<file path="src/rtl/irqg_pkg.sv">
`timescale 1ns/1ps
package irqg_pkg;
  localparam int REG_W     = 32;
  localparam int MASK_BIT  = 31;
  localparam int ACT_BIT   = 30;
  localparam int SENSE_BIT = 22;
  localparam int PRIO_LSB  = 16;
  localparam int PRIO_W    = 5;
  localparam int TASK_W    = 4;
  localparam logic [REG_W-1:0] CTRL_RESET = 32'hA000_0000;
  typedef enum logic {SEL_CTRL = 1'b0, SEL_ROUTE = 1'b1} reg_sel_e;
endpackage

</file>
<file path="src/rtl/irqg_regs.sv">
`timescale 1ns/1ps
module irqg_regs
  import irqg_pkg::*;
#(
  parameter int NUM_SRC = 6,
  parameter int NUM_DST = 2,
  parameter int VEC_W   = 8,
  parameter int IDX_W   = 3
) (
  input  logic                       clk,
  input  logic                       rst,
  input  logic                       we,
  input  logic                       sel,
  input  logic [IDX_W-1:0]           idx,
  input  logic [REG_W-1:0]           wdata,
  input  logic [NUM_SRC-1:0]         act,
  output logic [REG_W-1:0]           rdata,
  output logic [NUM_SRC-1:0]         src_mask,
  output logic [NUM_SRC-1:0]         src_level,
  output logic [NUM_SRC*PRIO_W-1:0]  src_prio,
  output logic [NUM_SRC*VEC_W-1:0]   src_vec,
  output logic [NUM_SRC*NUM_DST-1:0] src_dst
);
  localparam int ZERO_W = REG_W - 2 - NUM_DST;
  localparam logic [REG_W-1:0] ROUTE_KEEP = {2'b11, {ZERO_W{1'b0}}, {NUM_DST{1'b1}}};

  logic [REG_W-1:0] ctrl_q  [NUM_SRC];
  logic [REG_W-1:0] route_q [NUM_SRC];
  logic             idx_ok;
  logic [REG_W-1:0] ctrl_view;

  assign idx_ok = (32'(idx) < 32'(NUM_SRC));

  always_ff @(posedge clk) begin
    if (rst) begin
      for (int s = 0; s < NUM_SRC; s++) begin
        ctrl_q[s]  <= CTRL_RESET;
        route_q[s] <= '0;
      end
    end else if (we && idx_ok) begin
      if (sel == SEL_ROUTE) route_q[idx] <= wdata & ROUTE_KEEP;
      else                  ctrl_q[idx]  <= {wdata[REG_W-1:ACT_BIT+1], 1'b0, wdata[ACT_BIT-1:0]};
    end
  end

  always_comb begin
    ctrl_view          = ctrl_q[idx];
    ctrl_view[ACT_BIT] = act[idx];
  end

  always_ff @(posedge clk) begin
    if (rst)          rdata <= '0;
    else if (!idx_ok) rdata <= '0;
    else              rdata <= (sel == SEL_ROUTE) ? route_q[idx] : ctrl_view;
  end

  for (genvar s = 0; s < NUM_SRC; s++) begin : g_fld
    assign src_mask[s]                    = ctrl_q[s][MASK_BIT];
    assign src_level[s]                   = ctrl_q[s][SENSE_BIT];
    assign src_prio[s*PRIO_W +: PRIO_W]   = ctrl_q[s][PRIO_LSB +: PRIO_W];
    assign src_vec[s*VEC_W +: VEC_W]      = ctrl_q[s][VEC_W-1:0];
    assign src_dst[s*NUM_DST +: NUM_DST]  = route_q[s][NUM_DST-1:0];
  end
endmodule

</file>
<file path="src/rtl/irqg_track.sv">
`timescale 1ns/1ps
module irqg_track #(
  parameter int NUM_SRC = 6,
  parameter int IDX_W   = 3
) (
  input  logic               clk,
  input  logic               rst,
  input  logic [NUM_SRC-1:0] irq_in,
  input  logic [NUM_SRC-1:0] level,
  input  logic [NUM_SRC-1:0] grant,
  input  logic               ack_valid,
  input  logic [IDX_W-1:0]   ack_idx,
  output logic [NUM_SRC-1:0] pend,
  output logic [NUM_SRC-1:0] act
);
  for (genvar s = 0; s < NUM_SRC; s++) begin : g_src
    logic in_q, in_prev, edge_q, act_q;
    logic rise, ack_hit;

    assign rise    = in_q & ~in_prev;
    assign ack_hit = ack_valid && (ack_idx == IDX_W'(s));
    assign pend[s] = level[s] ? in_q : (edge_q | rise);
    assign act[s]  = act_q;

    always_ff @(posedge clk) begin
      if (rst) begin
        in_q    <= 1'b0;
        in_prev <= 1'b0;
        edge_q  <= 1'b0;
        act_q   <= 1'b0;
      end else begin
        in_q    <= irq_in[s];
        in_prev <= in_q;
        edge_q  <= (edge_q | rise) & ~grant[s] & ~level[s];
        if (grant[s])                          act_q <= 1'b1;
        else if (level[s] ? !in_q : ack_hit)   act_q <= 1'b0;
      end
    end
  end
endmodule

</file>
<file path="src/rtl/irqg_pick.sv">
`timescale 1ns/1ps
module irqg_pick
  import irqg_pkg::*;
#(
  parameter int NUM_SRC = 6,
  parameter int IDX_W   = 3
) (
  input  logic [NUM_SRC-1:0]        cand,
  input  logic [NUM_SRC*PRIO_W-1:0] prio,
  output logic                      hit,
  output logic [IDX_W-1:0]          win,
  output logic [PRIO_W-1:0]         best
);
  always_comb begin
    hit  = 1'b0;
    win  = '0;
    best = '0;
    for (int s = 0; s < NUM_SRC; s++) begin
      if (cand[s] && (!hit || prio[s*PRIO_W +: PRIO_W] > best)) begin
        hit  = 1'b1;
        win  = IDX_W'(s);
        best = prio[s*PRIO_W +: PRIO_W];
      end
    end
  end
endmodule

</file>
<file path="src/rtl/irq_src_gate.sv">
`timescale 1ns/1ps
module irq_src_gate
  import irqg_pkg::*;
#(
  parameter int NUM_SRC = 6,
  parameter int NUM_DST = 2,
  parameter int VEC_W   = 8,
  parameter int IDX_W   = 3
) (
  input  logic                       clk,
  input  logic                       rst,
  input  logic                       reg_we,
  input  logic                       reg_sel,
  input  logic [IDX_W-1:0]           reg_idx,
  input  logic [31:0]                reg_wdata,
  output logic [31:0]                reg_rdata,
  input  logic [NUM_SRC-1:0]         irq_in,
  input  logic [NUM_DST*4-1:0]       task_prio,
  input  logic                       ack_valid,
  input  logic [IDX_W-1:0]           ack_idx,
  output logic [NUM_DST-1:0]         req_valid,
  output logic [NUM_DST*IDX_W-1:0]   req_idx,
  output logic [NUM_DST*5-1:0]       req_prio,
  output logic [NUM_DST*VEC_W-1:0]   req_vec
);
  localparam int MAP_W = NUM_DST * NUM_SRC;

  logic [NUM_SRC-1:0]         src_mask, src_level, act, pend, grant, base_ok;
  logic [NUM_SRC*PRIO_W-1:0]  src_prio;
  logic [NUM_SRC*VEC_W-1:0]   src_vec;
  logic [NUM_SRC*NUM_DST-1:0] src_dst;
  logic [MAP_W-1:0]           sel_map;

  irqg_regs #(.NUM_SRC(NUM_SRC), .NUM_DST(NUM_DST), .VEC_W(VEC_W), .IDX_W(IDX_W)) u_regs (
    .clk(clk), .rst(rst), .we(reg_we), .sel(reg_sel), .idx(reg_idx), .wdata(reg_wdata),
    .act(act), .rdata(reg_rdata), .src_mask(src_mask), .src_level(src_level),
    .src_prio(src_prio), .src_vec(src_vec), .src_dst(src_dst)
  );

  irqg_track #(.NUM_SRC(NUM_SRC), .IDX_W(IDX_W)) u_track (
    .clk(clk), .rst(rst), .irq_in(irq_in), .level(src_level), .grant(grant),
    .ack_valid(ack_valid), .ack_idx(ack_idx), .pend(pend), .act(act)
  );

  for (genvar s = 0; s < NUM_SRC; s++) begin : g_base
    assign base_ok[s] = !src_mask[s] && (src_prio[s*PRIO_W +: PRIO_W] != '0) && !act[s]
                        && (|src_dst[s*NUM_DST +: NUM_DST]) && pend[s];
  end

  for (genvar d = 0; d < NUM_DST; d++) begin : g_dst
    logic [NUM_SRC-1:0] cand;
    logic               hit;
    logic [IDX_W-1:0]   win;
    logic [PRIO_W-1:0]  best;
    logic               vld_q;
    logic [IDX_W-1:0]   idx_q;
    logic [PRIO_W-1:0]  prio_q;
    logic [VEC_W-1:0]   vec_q;

    for (genvar s = 0; s < NUM_SRC; s++) begin : g_cand
      assign cand[s] = base_ok[s] && src_dst[s*NUM_DST + d]
                       && (src_prio[s*PRIO_W +: PRIO_W] > PRIO_W'(task_prio[d*TASK_W +: TASK_W]));
      assign sel_map[d*NUM_SRC + s] = hit && (win == IDX_W'(s));
    end

    irqg_pick #(.NUM_SRC(NUM_SRC), .IDX_W(IDX_W)) u_pick (
      .cand(cand), .prio(src_prio), .hit(hit), .win(win), .best(best)
    );

    always_ff @(posedge clk) begin
      if (rst) begin
        vld_q  <= 1'b0;
        idx_q  <= '0;
        prio_q <= '0;
        vec_q  <= '0;
      end else begin
        vld_q  <= hit;
        idx_q  <= win;
        prio_q <= best;
        vec_q  <= src_vec[win*VEC_W +: VEC_W];
      end
    end

    assign req_valid[d]                 = vld_q;
    assign req_idx[d*IDX_W +: IDX_W]    = idx_q;
    assign req_prio[d*PRIO_W +: PRIO_W] = prio_q;
    assign req_vec[d*VEC_W +: VEC_W]    = vec_q;
  end

  always_comb begin
    grant = '0;
    for (int d = 0; d < NUM_DST; d++)
      for (int s = 0; s < NUM_SRC; s++)
        grant[s] = grant[s] | sel_map[d*NUM_SRC + s];
  end
endmodule

</file>
<file path="config.mk">
export PLATFORM = sky130hd
export DESIGN_NAME = irq_src_gate
export DESIGN_NICKNAME = d
export VERILOG_FILES = /design/src/rtl/irqg_pkg.sv /design/src/rtl/irqg_regs.sv /design/src/rtl/irqg_track.sv /design/src/rtl/irqg_pick.sv /design/src/rtl/irq_src_gate.sv
export SDC_FILE = /design/constraint.sdc
export NUM_CORES = 1
export LEC_CHECK = 0
export BUFFER_PORTS_ARGS = -buffer_cell sky130_fd_sc_hd__buf_2
export CORE_MARGIN = 3
export CORE_UTILIZATION = 45
export CTS_CLUSTER_DIAMETER = 30
export DETAILED_ROUTE_END_ITERATION = 10
export PLACE_DENSITY = 0.62
export SLEW_MARGIN = 10
export SYNTH_ARGS = -nofsm -noshare
export SYNTH_HDL_FRONTEND = slang
export SYNTH_SLANG_ARGS = --single-unit
</file>
<file path="constraint.sdc">
create_clock -name clk -period 10.5 [get_ports clk]
set_input_delay 1.575 -clock clk [delete_from_list [all_inputs] [get_ports clk]]
set_output_delay 1.575 -clock clk [all_outputs]
set_load 0.01 [all_outputs]
</file>
* Word level (Yosys, flattened, before mapping) *
Memories as Yosys holds them, arrays and structs flattened.
Index checks and enable logic that the tools add are counted.

word-level totals
  output and inout bits = 66
  memory bits (writable) = 210
  memories kept = 2
  register bits after elaboration = 90
  word-level logic and storage cells = 341

cells by class
  muxes and demuxes = 77
  reductions and logical operators = 139
  $lt $le $gt $ge = 24
  equality and inequality tests = 15
  shifts and indexed selects = 2
  bitwise gates (word level) = 49

memory list
  name            depth  bits a word  rd ports  clocked after Yosys merged registers in  wr ports  RTL line         text
  u_regs.ctrl_q   6      31           7         0                                        6         irqg_regs.sv:27  logic [REG_W-1:0] ctrl_q [NUM_SRC];
  u_regs.route_q  6      4            7         0                                        6         irqg_regs.sv:28  logic [REG_W-1:0] route_q [NUM_SRC];

operator list
  cell                                                                          count
  48-bit by 7-bit indexed part select with 8-bit output                         2
  1-bit logical AND                                                             77
  5-bit by 4-bit > comparator with 1-bit output                                 12
  5-bit two-way mux                                                             12
  1-bit two-way mux                                                             51
  5-bit > comparator                                                            10
  32-bit two-way mux                                                            1
  31-bit two-way mux                                                            1
  31-bit OR reduction                                                           1
  5-bit nonzero test                                                            6
  1-bit zero test                                                               28
  1-bit NOT                                                                     19
  1-bit AND                                                                     18
  3-bit by 2-bit == test with 1-bit output, second input constant               6
  3-bit == test, second input constant                                          6
  3-bit two-way mux                                                             6
  2-bit OR reduction                                                            7
  1-bit bitwise OR                                                              12
  2-bit nonzero test                                                            6
  1-bit logical OR                                                              10
  3-bit by 1-bit == test with 1-bit output, second input constant               3
  3-bit zero test                                                               3
  2-bit two-way mux                                                             4
  3-bit by 4-bit less-than comparator with 1-bit output, second input constant  1
  other kinds (4)                                                               4

* Longest topological paths before layout *
Gate-level depths: netlist of run 1.
An unclocked memory read counts as a cell.

  depth in word-level cells = 35
  depth in mapped cells = 54
  depth with buffers taken out = 49

* Cells and area by module *
Synthesis of run 1 repeated with hierarchy kept, for this count alone.

second synthesis, totals
  cell total of the unflattened synthesis = 1609
  area, all modules = 19107.1 sq um

by module, submodules not included
  module                        area an instance (sq um)  times used  cells an instance
  irqg_regs                     12543.3                   1           859
  irq_src_gate                  2991.6                    1           312
  irqg_pick at g_dst[1].u_pick  1267.5                    1           170
  irqg_pick at g_dst[0].u_pick  1177.4                    1           157
  irqg_track                    1127.3                    1           111

* Worst setup path before layout of run 1 *
Ideal clock, no wire load.

  path kind = input-to-reg
  start point = in task_prio[5]
  end point = reg u_track.g_src[3].edge_q
  data arrival time = 10.820 ns
  stages on the path = 52
  setup slack = -0.449 ns
  buffers on the path = 5
  data required time = 10.371 ns
  path through = inv_1 -> ha_1 -> nor2b_1 -> o211ai_1 -> a21oi_1 -> and2_1 -> nand2_1 -> ha_1 -> and3_1 -> nand3_1 -> o21ai_0 -> and3_4 -> or2_1 -> buf_6 -> mux2_2 -> ha_1 -> nor2b_1 -> o21a_1 -> [16 not listed] -> o21ai_0 -> nand2b_1 -> a211oi_1 -> o22a_1 -> nand2b_1 -> clkbuf_1 -> mux2i_1 -> ha_1 -> nor2b_1 -> o21ai_0 -> nand2b_1 -> a211o_1 -> a2bb2oi_1 -> o22ai_1 -> or2_2 -> clkbuf_1 -> o2bb2a_1 -> nor4b_1

on the way
  cells in the longest elaborated chain, start to end = 29

ends and longest elaborated chain
  item                                                    RTL line            text
  from (decl)                                             irq_src_gate.sv:18  input logic [NUM_DST*4-1:0] task_prio,
  5-bit by 4-bit > comparator with 1-bit output           irq_src_gate.sv:62  && (src_prio[s*PRIO_W +: PRIO_W] > PRIO_W'(task_prio[d*TASK_W +: TASK_W]));
  1-bit logical AND                                       irq_src_gate.sv:62
  5-bit two-way mux or 1-bit two-way mux (tied branches)  irqg_pick.sv:19     if (cand[s] && (!hit || prio[s*PRIO_W +: PRIO_W] > best)) begin
  5-bit > comparator or 1-bit zero test (tied branches)   irqg_pick.sv:19
  1-bit logical OR                                        irqg_pick.sv:19
  1-bit logical AND                                       irqg_pick.sv:19
  5-bit two-way mux or 1-bit two-way mux (tied branches)  irqg_pick.sv:19
  5-bit > comparator or 1-bit zero test (tied branches)   irqg_pick.sv:19
  [12 not listed]                                         n/a
  1-bit logical OR                                        irqg_pick.sv:19
  1-bit logical AND                                       irqg_pick.sv:19
  3-bit two-way mux                                       irqg_pick.sv:19
  3-bit by 2-bit == test with 1-bit output                irq_src_gate.sv:63  assign sel_map[d*NUM_SRC + s] = hit && (win == IDX_W'(s));
  1-bit logical AND *                                     irq_src_gate.sv:63
  1-bit bitwise OR *                                      irq_src_gate.sv:94  grant[s] = grant[s] | sel_map[d*NUM_SRC + s];
  1-bit NOT *                                             irqg_track.sv:34    edge_q <= (edge_q | rise) & ~grant[s] & ~level[s];
  1-bit AND * (2 in a row)                                irqg_track.sv:34
  to (signal assigned)                                    irqg_track.sv:34
  to (decl)                                               irqg_track.sv:17    logic in_q, in_prev, edge_q, act_q;

Every way passes the cells marked *; elsewhere a longest branch is shown, timed or not.
A chain may end at the register's enable or synchronous reset.

* Worst setup path in the final report of run 1 *
  start point = in task_prio[4]
  end point = reg g_dst[1].vec_q[6]

on the way
  cells in the longest elaborated chain, start to end = 24

ends and longest elaborated chain
  item                                                     RTL line            text
  5-bit by 4-bit > comparator with 1-bit output            irq_src_gate.sv:62
  1-bit logical AND                                        irq_src_gate.sv:62
  5-bit two-way mux or 1-bit two-way mux (tied branches)   irqg_pick.sv:19
  5-bit > comparator or 1-bit zero test (tied branches)    irqg_pick.sv:19
  1-bit logical OR                                         irqg_pick.sv:19
  1-bit logical AND                                        irqg_pick.sv:19
  5-bit two-way mux or 1-bit two-way mux (tied branches)   irqg_pick.sv:19
  5-bit > comparator or 1-bit zero test (tied branches)    irqg_pick.sv:19
  [8 not listed]                                           n/a
  1-bit logical OR                                         irqg_pick.sv:19
  1-bit logical AND                                        irqg_pick.sv:19
  5-bit two-way mux or 1-bit two-way mux (tied branches)   irqg_pick.sv:19
  5-bit > comparator or 1-bit zero test (tied branches)    irqg_pick.sv:19
  1-bit logical OR                                         irqg_pick.sv:19
  1-bit logical AND                                        irqg_pick.sv:19
  3-bit two-way mux *                                      irqg_pick.sv:19
  48-bit by 7-bit indexed part select with 8-bit output *  irq_src_gate.sv:80  vec_q <= src_vec[win*VEC_W +: VEC_W];
  to (signal assigned)                                     irq_src_gate.sv:80
  to (decl)                                                irq_src_gate.sv:58  logic [VEC_W-1:0] vec_q;

Marks and branches as above.

==> run metrics, run 1 <==
antenna-violating nets left 0; Die Footprint 43100 um2; Fin. Hold Viols 0; Clock Path Buffers 3; r2r endpoint g_dst[1].vec_q[6]; worst skew pair latency 0.59 ns; first-pass GRT wire length 80.9 mm; hold_buf cts 0; Area Overhead vs Synth 24.2%; Horiz. Die Dim 208 um; Worst Path Max Fanout 19; vias in the first global route 13700; CTS tree yes; Post-synth EDFFs 264; layout cells sized above 1 24.0%; multi-input logic area 8320 um2; Worst R2R Start u_regs.ctrl_q[0][17]; maximum VDD drop 141 uV; detailed router's first-iteration violation count 1225; GRT Overall Usage 24.4%; Min-Delay Path Class register to register; Storage cell area 9730 um2; routed length per placed instance 22.6 um; critical path endpoint category register; Syn Inst Count 1506; IO Port Bufs 122; r2r worst-path depth 49; DRT Pass-1 Iters 6; Ys Warns 0; CTS Buf Count 74; crit path max-delay cell type mux2_2; Final min period 9.98 ns; Worst Hold End u_track.g_src[2].edge_q; Leak Pwr 9.14 nW; hold path start u_regs.ctrl_q[2][22]; DP Wirelength 36.1 mm; DIE HEIGHT 208 um; relative slew slack 27.7%; Netlist cell types 81; post-route cell area 22700 um2; clk_skew 0.0288 ns; Root Buffer clkbuf_16; vias per cell 5.72; CTS sink cnt 354; Syn Area/Cell 12.1 um2; met3 Resource Use GR 6.51%; routed via count 13400; largest net degree at the start of global routing 55; FMAX 100 MHz; Core ar. 39900 um2; Post-Syn Area 18300 um2; CP Data Arrival Time 10.41 ns; Global Route met2 Usage 38.4%; P per Cell Area 198 nW/um2; site row count 73; period utilization 95.0%; outcome completed; antenna violations before repair 7; asr flop ratio synth 0%; Setup-failing EPs final 0; Critical Path Start Type input port; post-synthesis sequential area ratio 53.2%; Top-Level Pins 123; Least-Margin Pin Slew 1.08 ns; filler cell count 3275; drt drc 0; fin. max-slew vios 0; Total Wirelength 52.9 mm; max cap viols 0; global route total overflow 0; GP Congestion 0.929; Worst path max stage delay 0.36 ns; Most used DFF post-synth edfxtp_1; overall power 4.50 mW; GRT busiest layer met2; fin nets 1905; reg2reg setup slack 0.83 ns; clock slew at reported path FFs 0.05 ns; initial core utilization 45.8%; H-tree Lvls 3; flops & latches, synth 354; WP data required 10.93 ns; hold path depth 1; CP Class input port to register; dpl cell area 20100 um2; M1 GR Usage 32.2%
-- per-stage QoR --
| step | setup slack (ns) | hold slack, ns | setup TNS, ns | std cells | utilization, % |
|---|---|---|---|---|---|
| floorplan | 0.0242 | 0.452 | 0 | 1559 | - |
| global placement | 0.138 | 0.482 | 0 | 2199 | 50.3 |
| detailed placement | -0.00803 | 0.472 | -0.00803 | 2199 | 50.3 |
| CTS | 0.564 | 0.478 | 0 | 2337 | 56.8 |
| global route | -0.0377 | 0.493 | -0.0831 | 2338 | 56.9 |
| finish | 0.520 | 0.479 | 0 | 2338 | 56.9 |
-- metal layers --
metal | wire [um] | up-vias
met5 | 67 | -
met4 | 1890 | 10
met3 | 4340 | 124
met2 | 24600 | 569
met1 | 22000 | 6510
li1 | - | 6150
-- where the power goes --
group / switching [mW] / internal, mW
combinational: 0.261 / 0.198
sequential: 0.0648 / 1.60
clock: 0.778 / 1.60
-- worst max-delay path, delay by kind of cell --
family | cells | cell delay (ns)
muxes | 3 | 0.91
buffers and inverters | 6 | 1.06
and+or+nand+nor | 11 | 1.34
AOI/OAI and AO/OA | 24 | 3.76
adders and majority gates | 6 | 1.72
-- sequential cells by signal, indices dropped and copies added, names as in the netlist --
| signal | cells |
|---|---|
| g_dst.idx_q | 6 |
| g_dst.prio_q | 10 |
| g_dst.vec_q | 16 |
| g_dst.vld_q | 2 |
| u_regs.ctrl_q | 238 |
| u_regs.rdata | 32 |
| u_regs.route_q | 26 |
| u_track.g_src.act_q | 6 |
| u_track.g_src.edge_q | 6 |
| u_track.g_src.in_prev | 6 |
| u_track.g_src.in_q | 6 |
-- what timing repair did --
action,in CTS,in global routing
setup buffers,0,0
endpoints found under the setup margin,0,18
hold endpoints to repair,0,0
gates resized for setup,0,4
-- layout make-up --
cell class | instances | share of cell area, %
inverters | 54 | 0.893
repair buffers | 194 | 5.20
multi-input cells | 1072 | 36.6
clock inverters | 49 | 2.68
well taps | 525 | 2.89
diodes | 1 | 0.0110
flip-flops and latches | 354 | 42.8
clock buffers | 89 | 8.85
-- how the worst max path moves through the flow --
stage	slack, ns	to	start	cells past startpoint
finish	0.52	g_dst[1].vec_q[6]	task_prio[4]	50
global route	-0.04	u_track.g_src[3].edge_q	task_prio[5]	50
CTS	0.56	g_dst[1].vec_q[5]	task_prio[7]	49
detailed placement	-0.008	g_dst[1].vec_q[5]	task_prio[5]	50
global placement	0.14	g_dst[1].vec_q[0]	task_prio[4]	48
floorplan	0.02	g_dst[0].vec_q[4]	task_prio[1]	51
-- cell families (layout without fill, tap and decap cells) --
kind of cell	Yosys count	after routing	synth area share, %
multiplexers	127	127	10.9
flip-flops	354	354	53.2
AO/OA/AOI/OAI	268	268	10.7
AND/OR/NAND/NOR	525	525	15.5
adder cells (fa/ha/maj)	98	98	6.71
other	1	55	0.0205
buffers and inverters	133	386	2.89
-- placed cells by master, fill, tap and decap left out, types with 53 or more instances in the layout --
cell type  Yosys  layout
nor2_1       104     101
inv_1         54      53
edfxtp_1     264     264
ha_1          98      98
mux2i_1       53      53
clkbuf_16      0      76
conb_1         1      54
buf_2          5     120
dfxtp_1       90      90
and2_1       163     163
mux4_2        55      55
buf_4          2      72
nand2_1       72      72
-- synthesized netlist by cell type, types with 19 or more instances --
master / instances / share of area, %
inv_1: 54 / 1.1
nor2b_1: 34 / 1.2
a21oi_1: 40 / 1.1
o21a_1: 19 / 0.78
clkbuf_1: 62 / 1.3
nor2_1: 104 / 2.1
nand2b_1: 21 / 0.72
and3_1: 34 / 1.2
nand3_1: 21 / 0.57
mux4_2: 55 / 6.8
nand2_1: 72 / 1.5
and2_1: 163 / 5.6
mux2i_1: 53 / 2.9
o21ai_0: 34 / 0.93
dfxtp_1: 90 / 9.9
ha_1: 98 / 6.7
nor3_1: 20 / 0.55
edfxtp_1: 264 / 43
Note: power is estimated with default switching activity, not from simulation.
==> run 2: changes to the inputs <==
CORE_MARGIN = unset   (was 3)
RECOVER_POWER = 25   (was unset)
==> run 2 against run 1 <==
Fmax increased by 0.45%. Highest routed layer unchanged. Non-clock buffer count increased by 13. Sequential cell count is the same. The run now ends with max-capacitance violations, max-slew violations left. Hold slack got worse by 0.0045 ns. Sequential power hardly changed.
==> run metrics, run 2 (synthesis gave the netlist of run 1 again) <==
Area Overhead vs Synth 26.0% (was 24.2%); most used cell, CP ha_1; largest registers u_regs.ctrl_q (238), u_regs.rdata (32), u_regs.route_q (26) (unchanged); vias per cell 5.73 (was 5.72); DP Wirelength 35.8 mm (was 36.1 mm); largest net degree at the start of global routing 62 (was 55); Least-Margin Pin Slew 3.98 ns (was 1.08 ns); IO Port Bufs 122 (unchanged); antenna-violating nets left 0 (unchanged); Critical Path Start Type input port (unchanged); r2r worst-path depth 48 (was 49); clk_skew 0.0480 ns (was 0.0288 ns); reg2reg setup slack 0.92 ns (was 0.83 ns); commonest non-fill, non-tap cell in the layout edfxtp_1 (unchanged); Min-Delay Path Class register to register (unchanged); Worst R2R Start u_regs.ctrl_q[0][17] (unchanged); DRT Pass-1 Iters 5 (was 6); CP Class input port to register (unchanged); dpl cell area 20100 um2 (about the same); layout cells sized above 1 21.6% (was 24.0%); fin nets 1926 (was 1905); hold_buf cts 0 (unchanged); first-pass GRT wire length 80.6 mm (was 80.9 mm); initial core utilization 45.8% (unchanged); CTS tree yes (unchanged); post-route cell area 23000 um2 (was 22700 um2); outcome finished with violations (was completed); Clock Path Buffers 3 (unchanged); antenna violations before repair 3 (was 7); WP data required 10.97 ns (was 10.93 ns); Worst path max stage delay 0.36 ns (about the same); drt drc 0 (unchanged); most frequent cells in the layout edfxtp_1, and2_1, nor2_1, ha_1, dfxtp_1 (was edfxtp_1, and2_1, buf_2, nor2_1, ha_1); site row count 73 (unchanged); DIE HEIGHT 204 um (was 208 um); Worst Hold End u_track.g_src[2].in_prev (was u_track.g_src[2].edge_q); r2r endpoint u_track.g_src[3].edge_q (was g_dst[1].vec_q[6]); Horiz. Die Dim 204 um (was 208 um); relative slew slack -165% (was 27.7%); crit path max-delay cell type mux2_2 (unchanged); worst skew pair latency 0.61 ns (was 0.59 ns); violated checks max-capacitance violations, max-slew violations; H-tree Lvls 3 (unchanged); CTS Buf Count 82 (was 74); max cap viols 4 (was 0); routed via count 13600 (was 13400); CP Data Arrival Time 10.40 ns (was 10.41 ns); Root Buffer clkbuf_16 (unchanged); max FFs per register 238 (unchanged); GP Congestion 0.945 (was 0.929); GRT Overall Usage 25.9% (was 24.4%); Top-Level Pins 123 (unchanged); routed length per placed instance 22.4 um (was 22.6 um); Fin. Hold Viols 0 (unchanged); Core ar. 39900 um2 (unchanged); detailed router's first-iteration violation count 1141 (was 1225); fin. max-slew vios 139 (was 0); vias in the first global route 13600 (was 13700); maximum VDD drop 217 uV (was 141 uV); period utilization 94.6% (was 95.0%); hold path depth 1 (unchanged); Final min period 9.93 ns (was 9.98 ns); Setup-failing EPs final 0 (unchanged); setup TNS 0 ns (unchanged); clock slew at reported path FFs 0.04 ns (was 0.05 ns); Worst Path Max Fanout 8 (was 19); P per Cell Area 207 nW/um2 (was 198 nW/um2); Die Footprint 41400 um2 (was 43100 um2); Top reg by flops u_regs.ctrl_q (unchanged); global route total overflow 0 (unchanged); Leak Pwr 9.09 nW (was 9.14 nW); # placed instances 2207 (was 2199); hold path start u_track.g_src[2].in_q (was u_regs.ctrl_q[2][22]); critical path endpoint category register (unchanged); fin cells 2365 (was 2338); FMAX 101 MHz (was 100 MHz); CTS sink cnt 354 (unchanged); Total Wirelength 53.0 mm (was 52.9 mm)
[run 2: cell types whose count changed in the layout (fill, tap and decap cells not counted), moves of 3 or more]
cell	change
clkbuf_1	+74
clkinv_2	+6
clkinv_1	-3
buf_2	-66
clkbuf_16	+6
bufinv_16	+4
buf_4	+5
buf_6	+3
inv_6	-4
[run 2: worst max-delay path: cells and delay by family]
family	cells	cell delay, ns
adders and majority gates	6	1.77
buffers and inverters	7	0.92
and+or+nand+nor	12	1.42
muxes	3	1.04
AOI/OAI and AO/OA	23	3.64
[run 2: how the worst max path moves through the flow]
stage	startpoint	endpoint	slack, ns	depth (start not counted)
6_report	task_prio[1]	g_dst[0].vec_q[1]	0.57	51
5_1_grt	task_prio[3]	g_dst[0].vec_q[2]	-0.05	52
4_1_cts	task_prio[1]	g_dst[0].vec_q[3]	0.32	50
3_5_place_dp	task_prio[1]	g_dst[0].vec_q[1]	-0.25	50
3_3_place_gp	task_prio[1]	g_dst[0].vec_q[1]	-0.17	50
2_1_floorplan	task_prio[1]	g_dst[0].vec_q[4]	0.02	51
[run 2: what timing repair did]
item	4_1_cts	5_1_grt
setup buffers	0	5
setup endpoints to repair	0	35
gates resized for setup	0	18
[run 2: area by class of cell]
type	instances	area, um2
Clock inverter	54	748
Fill cell	3277	16900
Antenna cell	1	2.50
Multi-Input combinational cell	1072	8350
Inverter	54	203
Sequential cell	354	9730
Timing Repair Buffer	207	1190
Tap cell	525	657
Clock buffer	98	2170
[run 2: layer usage]
layer | vias to the layer above | share of wire (%) | global-route usage (%)
met5 | - | 0.053 | 0
met4 | 4 | 3.1 | 10.4
met3 | 123 | 7.0 | 4.62
met2 | 560 | 47 | 41.2
met1 | 6679 | 43 | 35.0
li1 | 6197 | - | -
[run 2: stage by stage]
step | total power, mW | setup WS (ns) | hold slack (ns) | utilization [%]
finish | 4.76 | 0.565 | 0.474 | 57.7
global route | 4.91 | -0.0457 | 0.503 | 57.7
CTS | 4.78 | 0.323 | 0.481 | 57.7
floorplan | 1.95 | 0.0242 | 0.452 | -
detailed placement | 2.14 | -0.249 | 0.472 | 50.4
global placement | 2.13 | -0.166 | 0.469 | 50.4
[run 2: power breakdown]
group | internal (mW) | total [mW] | switching, mW
clock network | 1.80 | 2.63 | 0.827
registers | 1.60 | 1.66 | 0.0662
logic | 0.200 | 0.464 | 0.264
